==> src/rtl/bl_pkg.sv <==
package bl_pkg;
  typedef enum logic [2:0] {
    S_GH, S_BHDR, S_BDEC, S_CPAY, S_COPY, S_FILL, S_DONE, S_ERR
  } bl_state_e;

  typedef struct packed {
    logic [2:0] rate;
    logic [1:0] hold;
    logic [3:0] waits;
    logic       wide;
  } bl_cfg_t;

  localparam bl_cfg_t CFG_RST = '{rate: 3'd0, hold: 2'd3, waits: 4'd15, wide: 1'b0};

  localparam int GH_BYTES   = 4;
  localparam int HDR_BYTES  = 10;
  localparam int CPAY_BYTES = 4;
endpackage

==> src/rtl/bl_gh_decode.sv <==
module bl_gh_decode
  import bl_pkg::*;
#(
  parameter logic [3:0] SIG = 4'hA
) (
  input  logic [9:0] fields,   // {word[10:6], word[4:0]}
  input  logic [3:0] sig,      // word[31:28]
  output bl_cfg_t    cfg,
  output logic       sig_ok
);
  always_comb begin
    cfg.wide  = fields[0];
    cfg.waits = fields[4:1];
    cfg.hold  = fields[6:5];
    cfg.rate  = fields[9:7];
    sig_ok    = (sig == SIG);
  end
endmodule

==> src/rtl/bl_hdr_shift.sv <==
module bl_hdr_shift
  import bl_pkg::*;
#(
  parameter int ADDR_W = 32,
  parameter int CNT_W  = 32
) (
  input  logic              clk,
  input  logic              rst_n,
  input  logic              push,
  input  logic [7:0]        din,
  output logic [ADDR_W-1:0] f_addr,
  output logic [CNT_W-1:0]  f_cnt,
  output logic              f_zero,
  output logic              f_final,
  output logic [23:0]       f_top24
);
  localparam int SR_W = HDR_BYTES * 8;

  logic [SR_W-1:0] sr;

  // newest byte enters at the top, so after N pushes the little-endian
  // value of the last N bytes sits in the top N bytes
  always_ff @(posedge clk or negedge rst_n) begin
    if (!rst_n) sr <= '0;
    else if (push) sr <= {din, sr[SR_W-1:8]};
  end

  assign f_addr  = sr[ADDR_W-1:0];
  assign f_cnt   = sr[32 +: CNT_W];
  assign f_zero  = sr[64];
  assign f_final = sr[79];
  assign f_top24 = sr[SR_W-1 -: 24];

  a_r3_shift_in: assert property (@(posedge clk) disable iff (!rst_n)
    push |=> sr[SR_W-1 -: 8] == $past(din));
endmodule

==> src/rtl/bl_wr_ctr.sv <==
module bl_wr_ctr #(
  parameter int ADDR_W = 32,
  parameter int CNT_W  = 32
) (
  input  logic              clk,
  input  logic              rst_n,
  input  logic              load,
  input  logic [ADDR_W-1:0] load_addr,
  input  logic [CNT_W-1:0]  load_cnt,
  input  logic              step,
  output logic [ADDR_W-1:0] addr,
  output logic              last
);
  logic [CNT_W-1:0] rem_q;

  always_ff @(posedge clk or negedge rst_n) begin
    if (!rst_n) begin
      addr  <= '0;
      rem_q <= '0;
    end else if (load) begin
      addr  <= load_addr;
      rem_q <= load_cnt;
    end else if (step) begin
      addr  <= addr + ADDR_W'(1);
      rem_q <= rem_q - CNT_W'(1);
    end
  end

  assign last = (rem_q == CNT_W'(1));

  a_r5_addr_step: assert property (@(posedge clk) disable iff (!rst_n)
    (step && !last && !load) |=> addr == $past(addr) + ADDR_W'(1));
endmodule

==> src/rtl/boot_loader.sv <==
module boot_loader
  import bl_pkg::*;
#(
  parameter int         ADDR_W = 32,
  parameter int         CNT_W  = 32,
  parameter logic [3:0] SIG    = 4'hA
) (
  input  logic              clk,
  input  logic              rst_n,
  input  logic              in_valid,
  input  logic [7:0]        in_data,
  output logic              in_ready,
  output logic              wr_valid,
  output logic [ADDR_W-1:0] wr_addr,
  output logic [7:0]        wr_data,
  input  logic              wr_ready,
  output logic              cfg_valid,
  output logic              cfg_wide,
  output logic [3:0]        cfg_wait,
  output logic [1:0]        cfg_hold,
  output logic [2:0]        cfg_rate,
  output logic [CNT_W-1:0]  boot_count,
  output logic              done,
  output logic              error
);
  localparam int IDX_W = $clog2(HDR_BYTES + 1);
  localparam logic [IDX_W-1:0] GH_LAST   = IDX_W'(GH_BYTES - 1);
  localparam logic [IDX_W-1:0] HDR_LAST  = IDX_W'(HDR_BYTES - 1);
  localparam logic [IDX_W-1:0] CPAY_LAST = IDX_W'(CPAY_BYTES - 1);

  bl_state_e        state;
  logic [IDX_W-1:0] idx;
  logic             first_q;
  bl_cfg_t          cfg_q, cfg_dec;
  logic             cfg_v_q;
  logic [CNT_W-1:0] cnt_q;
  logic             sig_ok;

  logic              accept, push, step, load, last;
  logic [ADDR_W-1:0] f_addr;
  logic [CNT_W-1:0]  f_cnt;
  logic              f_zero, f_final;
  logic [23:0]       f_top24;
  logic [31:0]       word4;

  // ---------------- handshakes ----------------
  always_comb begin
    case (state)
      S_GH, S_BHDR, S_CPAY: in_ready = 1'b1;
      S_COPY:               in_ready = wr_ready;
      default:              in_ready = 1'b0;
    endcase
  end

  always_comb begin
    case (state)
      S_COPY:  begin wr_valid = in_valid; wr_data = in_data; end
      S_FILL:  begin wr_valid = 1'b1;     wr_data = 8'h00;   end
      default: begin wr_valid = 1'b0;     wr_data = 8'h00;   end
    endcase
  end

  assign accept = in_valid && in_ready;
  assign push   = accept && (state != S_COPY);
  assign step   = wr_valid && wr_ready;
  assign load   = (state == S_BDEC);
  assign word4  = {in_data, f_top24};

  // ---------------- datapath pieces ----------------
  bl_hdr_shift #(.ADDR_W(ADDR_W), .CNT_W(CNT_W)) u_shift (
    .clk, .rst_n, .push, .din(in_data),
    .f_addr, .f_cnt, .f_zero, .f_final, .f_top24
  );

  bl_gh_decode #(.SIG(SIG)) u_dec (
    .fields({word4[10:6], word4[4:0]}),
    .sig(word4[31:28]),
    .cfg(cfg_dec),
    .sig_ok
  );

  bl_wr_ctr #(.ADDR_W(ADDR_W), .CNT_W(CNT_W)) u_ctr (
    .clk, .rst_n, .load,
    .load_addr(f_addr), .load_cnt(f_cnt),
    .step, .addr(wr_addr), .last
  );

  // ---------------- sequencer ----------------
  always_ff @(posedge clk or negedge rst_n) begin
    if (!rst_n) begin
      state   <= S_GH;
      idx     <= '0;
      first_q <= 1'b0;
      cfg_q   <= CFG_RST;
      cfg_v_q <= 1'b0;
      cnt_q   <= '0;
    end else begin
      case (state)
        S_GH: if (accept) begin
          if (idx == GH_LAST) begin
            idx <= '0;
            if (sig_ok) begin
              cfg_q   <= cfg_dec;
              cfg_v_q <= 1'b1;
              first_q <= 1'b1;
              state   <= S_BHDR;
            end else begin
              state <= S_ERR;
            end
          end else begin
            idx <= idx + IDX_W'(1);
          end
        end
        S_BHDR: if (accept) begin
          if (idx == HDR_LAST) begin
            idx   <= '0;
            state <= S_BDEC;
          end else begin
            idx <= idx + IDX_W'(1);
          end
        end
        S_BDEC: begin
          if (first_q)                state <= S_CPAY;
          else if (f_cnt == '0)       state <= f_final ? S_DONE : S_BHDR;
          else                        state <= f_zero ? S_FILL : S_COPY;
        end
        S_CPAY: if (accept) begin
          if (idx == CPAY_LAST) begin
            cnt_q   <= CNT_W'(word4);
            first_q <= 1'b0;
            idx     <= '0;
            state   <= S_BHDR;
          end else begin
            idx <= idx + IDX_W'(1);
          end
        end
        S_COPY, S_FILL: if (step && last) begin
          state <= f_final ? S_DONE : S_BHDR;
        end
        default: state <= state;
      endcase
    end
  end

  assign cfg_valid  = cfg_v_q;
  assign cfg_wide   = cfg_q.wide;
  assign cfg_wait   = cfg_q.waits;
  assign cfg_hold   = cfg_q.hold;
  assign cfg_rate   = cfg_q.rate;
  assign boot_count = cnt_q;
  assign done       = (state == S_DONE);
  assign error      = (state == S_ERR);

  // ---------------- assertions ----------------
  a_r1_err_quiet: assert property (@(posedge clk) disable iff (!rst_n)
    error |-> (!wr_valid && !done && !in_ready && !cfg_valid));
  a_r1_err_sticky: assert property (@(posedge clk) disable iff (!rst_n)
    error |=> error);
  a_r8_done_sticky: assert property (@(posedge clk) disable iff (!rst_n)
    done |=> (done && !in_ready && !wr_valid));
  a_r9_stall_hold: assert property (@(posedge clk) disable iff (!rst_n)
    (wr_valid && !wr_ready) |=> (wr_valid && $stable(wr_addr)));
  a_r2_cfg_frozen: assert property (@(posedge clk) disable iff (!rst_n)
    cfg_valid |=> (cfg_valid && $stable(cfg_wide) && $stable(cfg_wait)
                   && $stable(cfg_hold) && $stable(cfg_rate)));
endmodule

==> config.mk <==
export PLATFORM = sky130hd
export DESIGN_NAME = boot_loader
export DESIGN_NICKNAME = d
export VERILOG_FILES = /design/src/rtl/bl_pkg.sv /design/src/rtl/bl_gh_decode.sv /design/src/rtl/bl_hdr_shift.sv /design/src/rtl/bl_wr_ctr.sv /design/src/rtl/boot_loader.sv
export SDC_FILE = /design/constraint.sdc
export NUM_CORES = 1
export LEC_CHECK = 0
export CAP_MARGIN = 20
export CORE_MARGIN = 1.5
export CORE_UTILIZATION = 61
export DETAILED_ROUTE_END_ITERATION = 10
export PLACE_DENSITY_LB_ADDON = 0.1
export SLEW_MARGIN = 10
export SYNTH_ARGS = -nofsm -noshare
export SYNTH_HDL_FRONTEND = slang
export SYNTH_SLANG_ARGS = --single-unit
==> constraint.sdc <==
create_clock -name clk -period 6.3 [get_ports clk]
set_clock_uncertainty 0.15 [all_clocks]
set_input_delay 1.89 -clock clk [delete_from_list [all_inputs] [get_ports clk]]
set_output_delay 1.89 -clock clk [all_outputs]
set_load 0.1 [all_outputs]
### After elaboration in Yosys (flattened, before gate mapping)

Index checks and enable logic that the tools add are counted.

| word-level totals | value |
|---|---|
| register bits | 195 |
| bits in latches | 0 |
| bits in writable memories | 0 |
| bits in read-only memories | 0 |
| bits of input ports | 12 |
| output and inout port bits | 87 |
| word-level logic and storage cells | 85 |
| memories | 0 |

| operators by class | value |
|---|---|
| add/sub/neg operators | 3 |
| $mul | 0 |
| div/mod/pow operators | 0 |
| order comparisons | 0 |
| equal/unequal tests | 21 |
| shift-type cells | 0 |
| muxes and demuxes | 31 |
| bitwise gates (word level) | 0 |
| reduce and logical (&&, ||, !) cells | 18 |

Operators with widths:

| kind | number |
|---|---|
| two-way mux 32 bit | 4 |
| two-way mux 3 bit | 11 |
| adder 32 x 1 -> 32 bit, second input constant | 1 |
| equality test 32 x 1 -> 1 bit, second input constant | 1 |
| logical NOT 32 bit | 1 |
| subtractor 32 x 1 -> 32 bit, second input constant | 1 |
| two-way mux 4 bit | 4 |
| inequality test 2 bit, second input constant | 8 |
| one-hot mux 3 bit (5 select lines) | 1 |
| equality test 3 bit, second input constant | 4 |
| equality test 4 bit, second input constant | 2 |
| two-way mux 8 bit | 1 |
| one-hot mux 4 bit (2 select lines) | 1 |
| AND reduction 8 bit | 1 |
| equality test 3 x 2 -> 1 bit, second input constant | 2 |
| two-way mux 1 bit | 6 |
| one-hot mux 1 bit (2 select lines) | 3 |
| AND reduction 3 bit | 2 |
| AND reduction 6 bit | 1 |
| nonzero test 2 bit | 3 |
| nonzero test 5 bit | 1 |
| adder 4 x 1 -> 4 bit, second input constant | 1 |
| equality test 4 x 2 -> 1 bit, second input constant | 1 |
| logical AND 1 bit | 4 |
| 7 further kinds | 8 |

### Logic depth before layout (Yosys ltp)

| logic depth | value |
|---|---|
| word-level depth | 6 |
| depth in mapped cells | 7 |
| depth with buffers taken out | 7 |

### Modules after synthesis

A second synthesis with hierarchy kept.

| second synthesis, totals | value |
|---|---|
| cell total of the unflattened synthesis | 812 |
| area, all modules | 9830.7 um^2 |

Modules (own cells, without submodules):

| module | instances | cells each | area an instance (um^2) | sequential area each (um^2) |
|---|---|---|---|---|
| bl_wr_ctr | 1 | 429 | 3717.3 | 1601.5 |
| bl_hdr_shift | 1 | 179 | 3449.6 | 2001.9 |
| boot_loader | 1 | 193 | 2576.2 | 1283.7 |
| bl_gh_decode | 1 | 11 | 87.6 | 0.0 |

### Least setup slack after synthesis

Ideal clock, no wire load.

| timing | value |
|---|---|
| path kind | input-to-output |
| from | input port wr_ready |
| to | output port in_ready |
| arrival | 3.426 ns |
| required time | 4.260 ns |
| slack | 0.834 ns |
| stages on the path | 2 |
| buffers on the path | 0 |
| path through | nand2_1 -> a21oi_1 |

| between the ends | value |
|---|---|
| cells in the longest elaborated chain, start to end | 1 |

Ends and longest elaborated chain:

| what | line | text |
|---|---|---|
| start, declared | boot_loader.sv:16 | `input logic wr_ready,` |
| one-hot mux 1 bit (2 select lines) | boot_loader.sv:48 | `case (state)` |
| end, declared | boot_loader.sv:12 | `output logic in_ready,` |

Every way passes these cells.

### Final worst setup path

| timing | value |
|---|---|
| from | input port in_valid |
| to | output port wr_valid |

| between the ends | value |
|---|---|
| cells in the longest elaborated chain, start to end | 1 |

Ends and longest elaborated chain:

| what | line | text |
|---|---|---|
| start, declared | boot_loader.sv:10 | `input logic in_valid,` |
| one-hot mux 1 bit (2 select lines) | boot_loader.sv:56 | `case (state)` |
| end, declared | boot_loader.sv:13 | `output logic wr_valid,` |

Every way passes these cells.

==> results.txt <==
----------------------------------------------------
[Drt]
  DRC violations left ... 0
  First DRT Iteration DRCs ... around 660
  Post-detailed-routing wire length ... 22800 um
  First-pass iteration count of the detailed router ... 5
  Sum of routed wire segments on met1 ... 9740 um
  Wire length per cell ... approximately 19 um
  Remaining antenna violation count after routing ... 0
  Via count normalized by instance count ... roughly 6.2
  Uppermost layer routed ... met4
  Via count ... about 7600
  Met3 wire len ... approximately 1300 um
  Detailed route wirelength on metal2 ... 11200 um

[STA]
  Summed negative setup slack over all endpoints ... 0 ns
  Highest clock rate ... 0.196 GHz
  Setup ws final ... 1.20 ns
  Setup repair after global routing missed its margin ... no
  Shortest period the worst path allows ... 5.10 ns
  Total count of max-transition violations in the final report ... 0
  Number of hold-slack violations in the final timing report ... 0
  Max-slew headroom ... just under 30%
  Portion of the clock cycle consumed by the worst path in the final layout ... 81.0%
  Slew @ Worst Pin ... 1.05 ns
  Number of setup violations in the final report ... 0

[Place]
  HPWL Detailed ... approximately 15000 um
  Number of placed cells counting well taps ... 1190
  Count of input and output buffers ... 98
  Placed Instance Area ... 10100 um2
  Final RePlAce weighted congestion ... 0.874
  Post-place setup slack ... 1.20 ns

[Worst hold path]
  Type of the worst min-delay path ... flip-flop to flip-flop

[Logic synthesis]
  Cell variety after synth ... 56
  Number of flops mapped to enable cells by yosys ... 0
  Syn Inst Count ... 943
  Syn nets ... 960
  Netlist area before placement ... ~9000 um2
  Main synth FF type ... sky130_fd_sc_hd__dfrtp_1
  Number of warnings reported in the yosys synthesis log ... 0
  Synth async-reset ratio ... 100%
  Sequential element share of the synthesized area ... 54.3%
  Total of flip-flops plus latches after synthesis ... ~200
  Synthesized area per cell ... roughly 9.5 um2

[Floorplanning]
  Initial core utilization ... between 60% and 70%
  Placeable core region ... 14500 um2
  Height of the chip ... 124 um
  Die X ... between 100 and 150 um
  Number of standard-cell rows in the floorplan ... 44
  I/O pin cnt ... approximately 100
  Die Area ... 15500 um2

[Final layout]
  Total area of multi-input combinational cells ... 3900 um2
  Finished layout cell area ... 10700 um2
  Number of antenna diodes ... 0
  Final cell count without fillers ... 1222
  Net total in the final layout ... 1042
  Layout cells sized above 1 ... 11.7%
  Number of fill cells in the layout ... between 1000 and 1500
  Area added between synthesis and finish ... 18.8%
  Sequential cell area ... 4890 um2

[Clocking]
  CTS Buf Count ... 17
  Post-cts hold buffer count ... 0
  Maximum number of buffers from clock root to sink ... 2
  Register clock-pin slew on the reported worst setup and hold paths ... roughly 0.070 ns
  Master cell of the clock root buffer ... sky130_fd_sc_hd__clkbuf_16
  Maximum level of the CTS H-tree ... 4
  Number of buffers added for setup after CTS ... 0
  Clock sink count ... 195
  Clock tree from TritonCTS ... built
  Latest clock arrival within the worst-skew pair ... 0.45 ns
  Number of cells upsized or downsized after cts ... 0

[Worst setup path]
  Startpoint type of the worst setup path ... input port
  Crit-path most repeated cell ... sky130_fd_sc_hd__nor2_1
  Required arrival time at the worst endpoint ... between 4 and 5 ns
  Crit path largest cell delay ... 0.49 ns
  Cell with the largest stage delay on the worst path ... sky130_fd_sc_hd__clkdlybuf4s50_1
  Chain of cells forming the critical path ... clkdlybuf4s50_1, nor2_1, nor2_1, buf_4
  Setup crit end kind ... output port
  CP arrival ... 3.06 ns
  Crit path max fanout ... 6
  Kind of critical path ... input port to output port

[Global routing]
  Antenna violations before repair ... 0
  Global-route usage over all layers ... 30.3%
  Vias in the first global route ... 7376
  Largest net degree at the start of global routing ... 115
  Global-route wire length before repair ... approximately 38000 um
  Congestion Overflow GR ... 0

[Power]
  Total power ... 5.30 mW
  Power per Cell Area ... 495 nW/um2
  VDD IR-drop max ... 0.358 mV
  Standby leakage power ... ~5 nW

[Job]
  Max-capacitance violation count ... 0

[Status]
  Outcome ... finished, final reports clean

----------------------------------------------------
==> per-stage QoR <==
step | utilization [%] | hold WS (ns)
final | 73.9 | 0.317
after detailed placement | 69.8 | 0.302
after CTS | 73.9 | 0.322
after global routing | 73.9 | 0.333
after global placement | 69.8 | 0.301
after floorplan | - | 0.296
==> layout make-up <==
type                       count  area share (%)
clock buffer                  20            4.36
inverter                      10           0.351
sequential                   195            45.7
timing repair buffer         110            9.82
clock inverter                12            1.12
tap                          184            2.15
multi-input combinational    691            36.5
==> layout by cell type (no fill, tap or decap), types with 4 or more instances in the layout <==
master and count:
sky130_fd_sc_hd__or3_1 6, sky130_fd_sc_hd__ha_1 5, sky130_fd_sc_hd__a32oi_1 4, sky130_fd_sc_hd__a21o_1 5
sky130_fd_sc_hd__nand2_1 324, sky130_fd_sc_hd__a221o_1 9, sky130_fd_sc_hd__or4_1 4, sky130_fd_sc_hd__nand3_1 31
sky130_fd_sc_hd__nor2_1 20, sky130_fd_sc_hd__o211ai_1 30, sky130_fd_sc_hd__clkbuf_16 17, sky130_fd_sc_hd__o21ai_0 31
sky130_fd_sc_hd__clkdlybuf4s50_1 87, sky130_fd_sc_hd__inv_6 4, sky130_fd_sc_hd__clkinvlp_4 4, sky130_fd_sc_hd__nand3b_1 4
sky130_fd_sc_hd__nand4_1 19, sky130_fd_sc_hd__xor2_1 5, sky130_fd_sc_hd__mux2_2 44, sky130_fd_sc_hd__dfrtp_1 189
sky130_fd_sc_hd__nor2b_1 4, sky130_fd_sc_hd__a22oi_1 11, sky130_fd_sc_hd__dfstp_2 6, sky130_fd_sc_hd__inv_1 10
sky130_fd_sc_hd__buf_4 22, sky130_fd_sc_hd__o311ai_0 20, sky130_fd_sc_hd__and3_1 14, sky130_fd_sc_hd__clkbuf_8 4
sky130_fd_sc_hd__nor3_1 20, sky130_fd_sc_hd__a21oi_1 13, sky130_fd_sc_hd__nor4_1 18
==> power breakdown <==
group	internal [mW]	total, mW	switching [mW]
sequential	1.63	2.12	0.490
clock	0.584	1.08	0.497
combinational	0.575	2.10	1.53
==> per-layer routing <==
metal  track usage [%]  vias to the layer above
li1                  -                     3502
met1              40.2                     3729
met2              49.3                      299
met3              6.49                       44
met4              11.6                        0
met5                 0                        -
==> worst max-delay path, delay by kind of cell <==
| family | cells | cell delay (ns) |
|---|---|---|
| buf+inv | 2 | 0.74 |
| simple gates | 2 | 0.43 |
==> final timing paths <==
check                          start        endpoint  slack, ns  depth (start not counted)
setup / recovery            in_valid        wr_valid       1.20                          4
hold / removal             cfg_valid       cfg_valid       0.32                          1
setup reg to reg            state[2]        state[2]       2.52                          6
hold reg to reg            cfg_valid       cfg_valid       0.32                          1
max in group asynchronous      rst_n  boot_count[25]       3.61                          2
min in group asynchronous      rst_n  u_ctr.addr[30]       1.40                          1
==> cells in the mapped netlist, types with 2 or more instances <==
library cell               count  area (um2)
sky130_fd_sc_hd__o211ai_1     30         225
sky130_fd_sc_hd__o311ai_0     20         175
sky130_fd_sc_hd__o21ai_0      31         155
sky130_fd_sc_hd__nor4_2        3        37.5
sky130_fd_sc_hd__ha_1          5        62.6
sky130_fd_sc_hd__or4_1         4        30.0
sky130_fd_sc_hd__buf_2         5        25.0
sky130_fd_sc_hd__dfstp_2       6         158
sky130_fd_sc_hd__nor2_1       20        75.1
sky130_fd_sc_hd__nand2b_1      3        18.8
sky130_fd_sc_hd__xnor2_1       2        17.5
sky130_fd_sc_hd__xor2_1        5        43.8
sky130_fd_sc_hd__a21oi_1      13        65.1
sky130_fd_sc_hd__clkbuf_1     40         150
sky130_fd_sc_hd__nor3_2        3        30.0
sky130_fd_sc_hd__and3_1       15        93.8
sky130_fd_sc_hd__a31oi_1       2        12.5
sky130_fd_sc_hd__and2_1        3        18.8
sky130_fd_sc_hd__nor4_1       18         113
sky130_fd_sc_hd__buf_1         2        7.51
sky130_fd_sc_hd__a221o_1       9        90.1
sky130_fd_sc_hd__a22oi_1      11        82.6
sky130_fd_sc_hd__nand3b_1      4        30.0
sky130_fd_sc_hd__or2_2         2        12.5
sky130_fd_sc_hd__dfrtp_1     189        4730
sky130_fd_sc_hd__a22o_1        2        17.5
sky130_fd_sc_hd__mux2_2       44         495
sky130_fd_sc_hd__nor3_1       20         100
sky130_fd_sc_hd__nor3b_1       3        22.5
sky130_fd_sc_hd__nand2_1     324        1220
sky130_fd_sc_hd__nand3_1      31         155
sky130_fd_sc_hd__a32oi_1       4        35.0
sky130_fd_sc_hd__and4_1        3        26.3
sky130_fd_sc_hd__inv_1        10        37.5
sky130_fd_sc_hd__or3_1         6        37.5
sky130_fd_sc_hd__or3b_2        3        26.3
sky130_fd_sc_hd__a211o_1       3        26.3
sky130_fd_sc_hd__nand4_1      19         119
sky130_fd_sc_hd__a21o_1        5        37.5
sky130_fd_sc_hd__nor2b_1       4        25.0
sky130_fd_sc_hd__o31ai_1       2        15.0
==> state kept, by name, summed over array words and instances (netlist names) <==
signal	count
u_ctr.addr	32
boot_count	32
cfg_wait	4
cfg_wide	1
idx	4
state	3
u_shift.sr	80
u_ctr.rem_q	32
cfg_valid	1
cfg_hold	2
cfg_rate	3
first_q	1
==> cells by family after synthesis <==
family / after synthesis / share of synthesized area (%)
adder cells (fa/ha/maj): 5 / 0.695
XOR/XNOR: 7 / 0.681
multiplexers: 45 / 5.63
AO/OA/AOI/OAI: 139 / 11.1
buffers and inverters: 57 / 2.45
AND/OR/NAND/NOR: 495 / 25.1
flip-flops: 195 / 54.3
(Power assumes the default switching activity.)
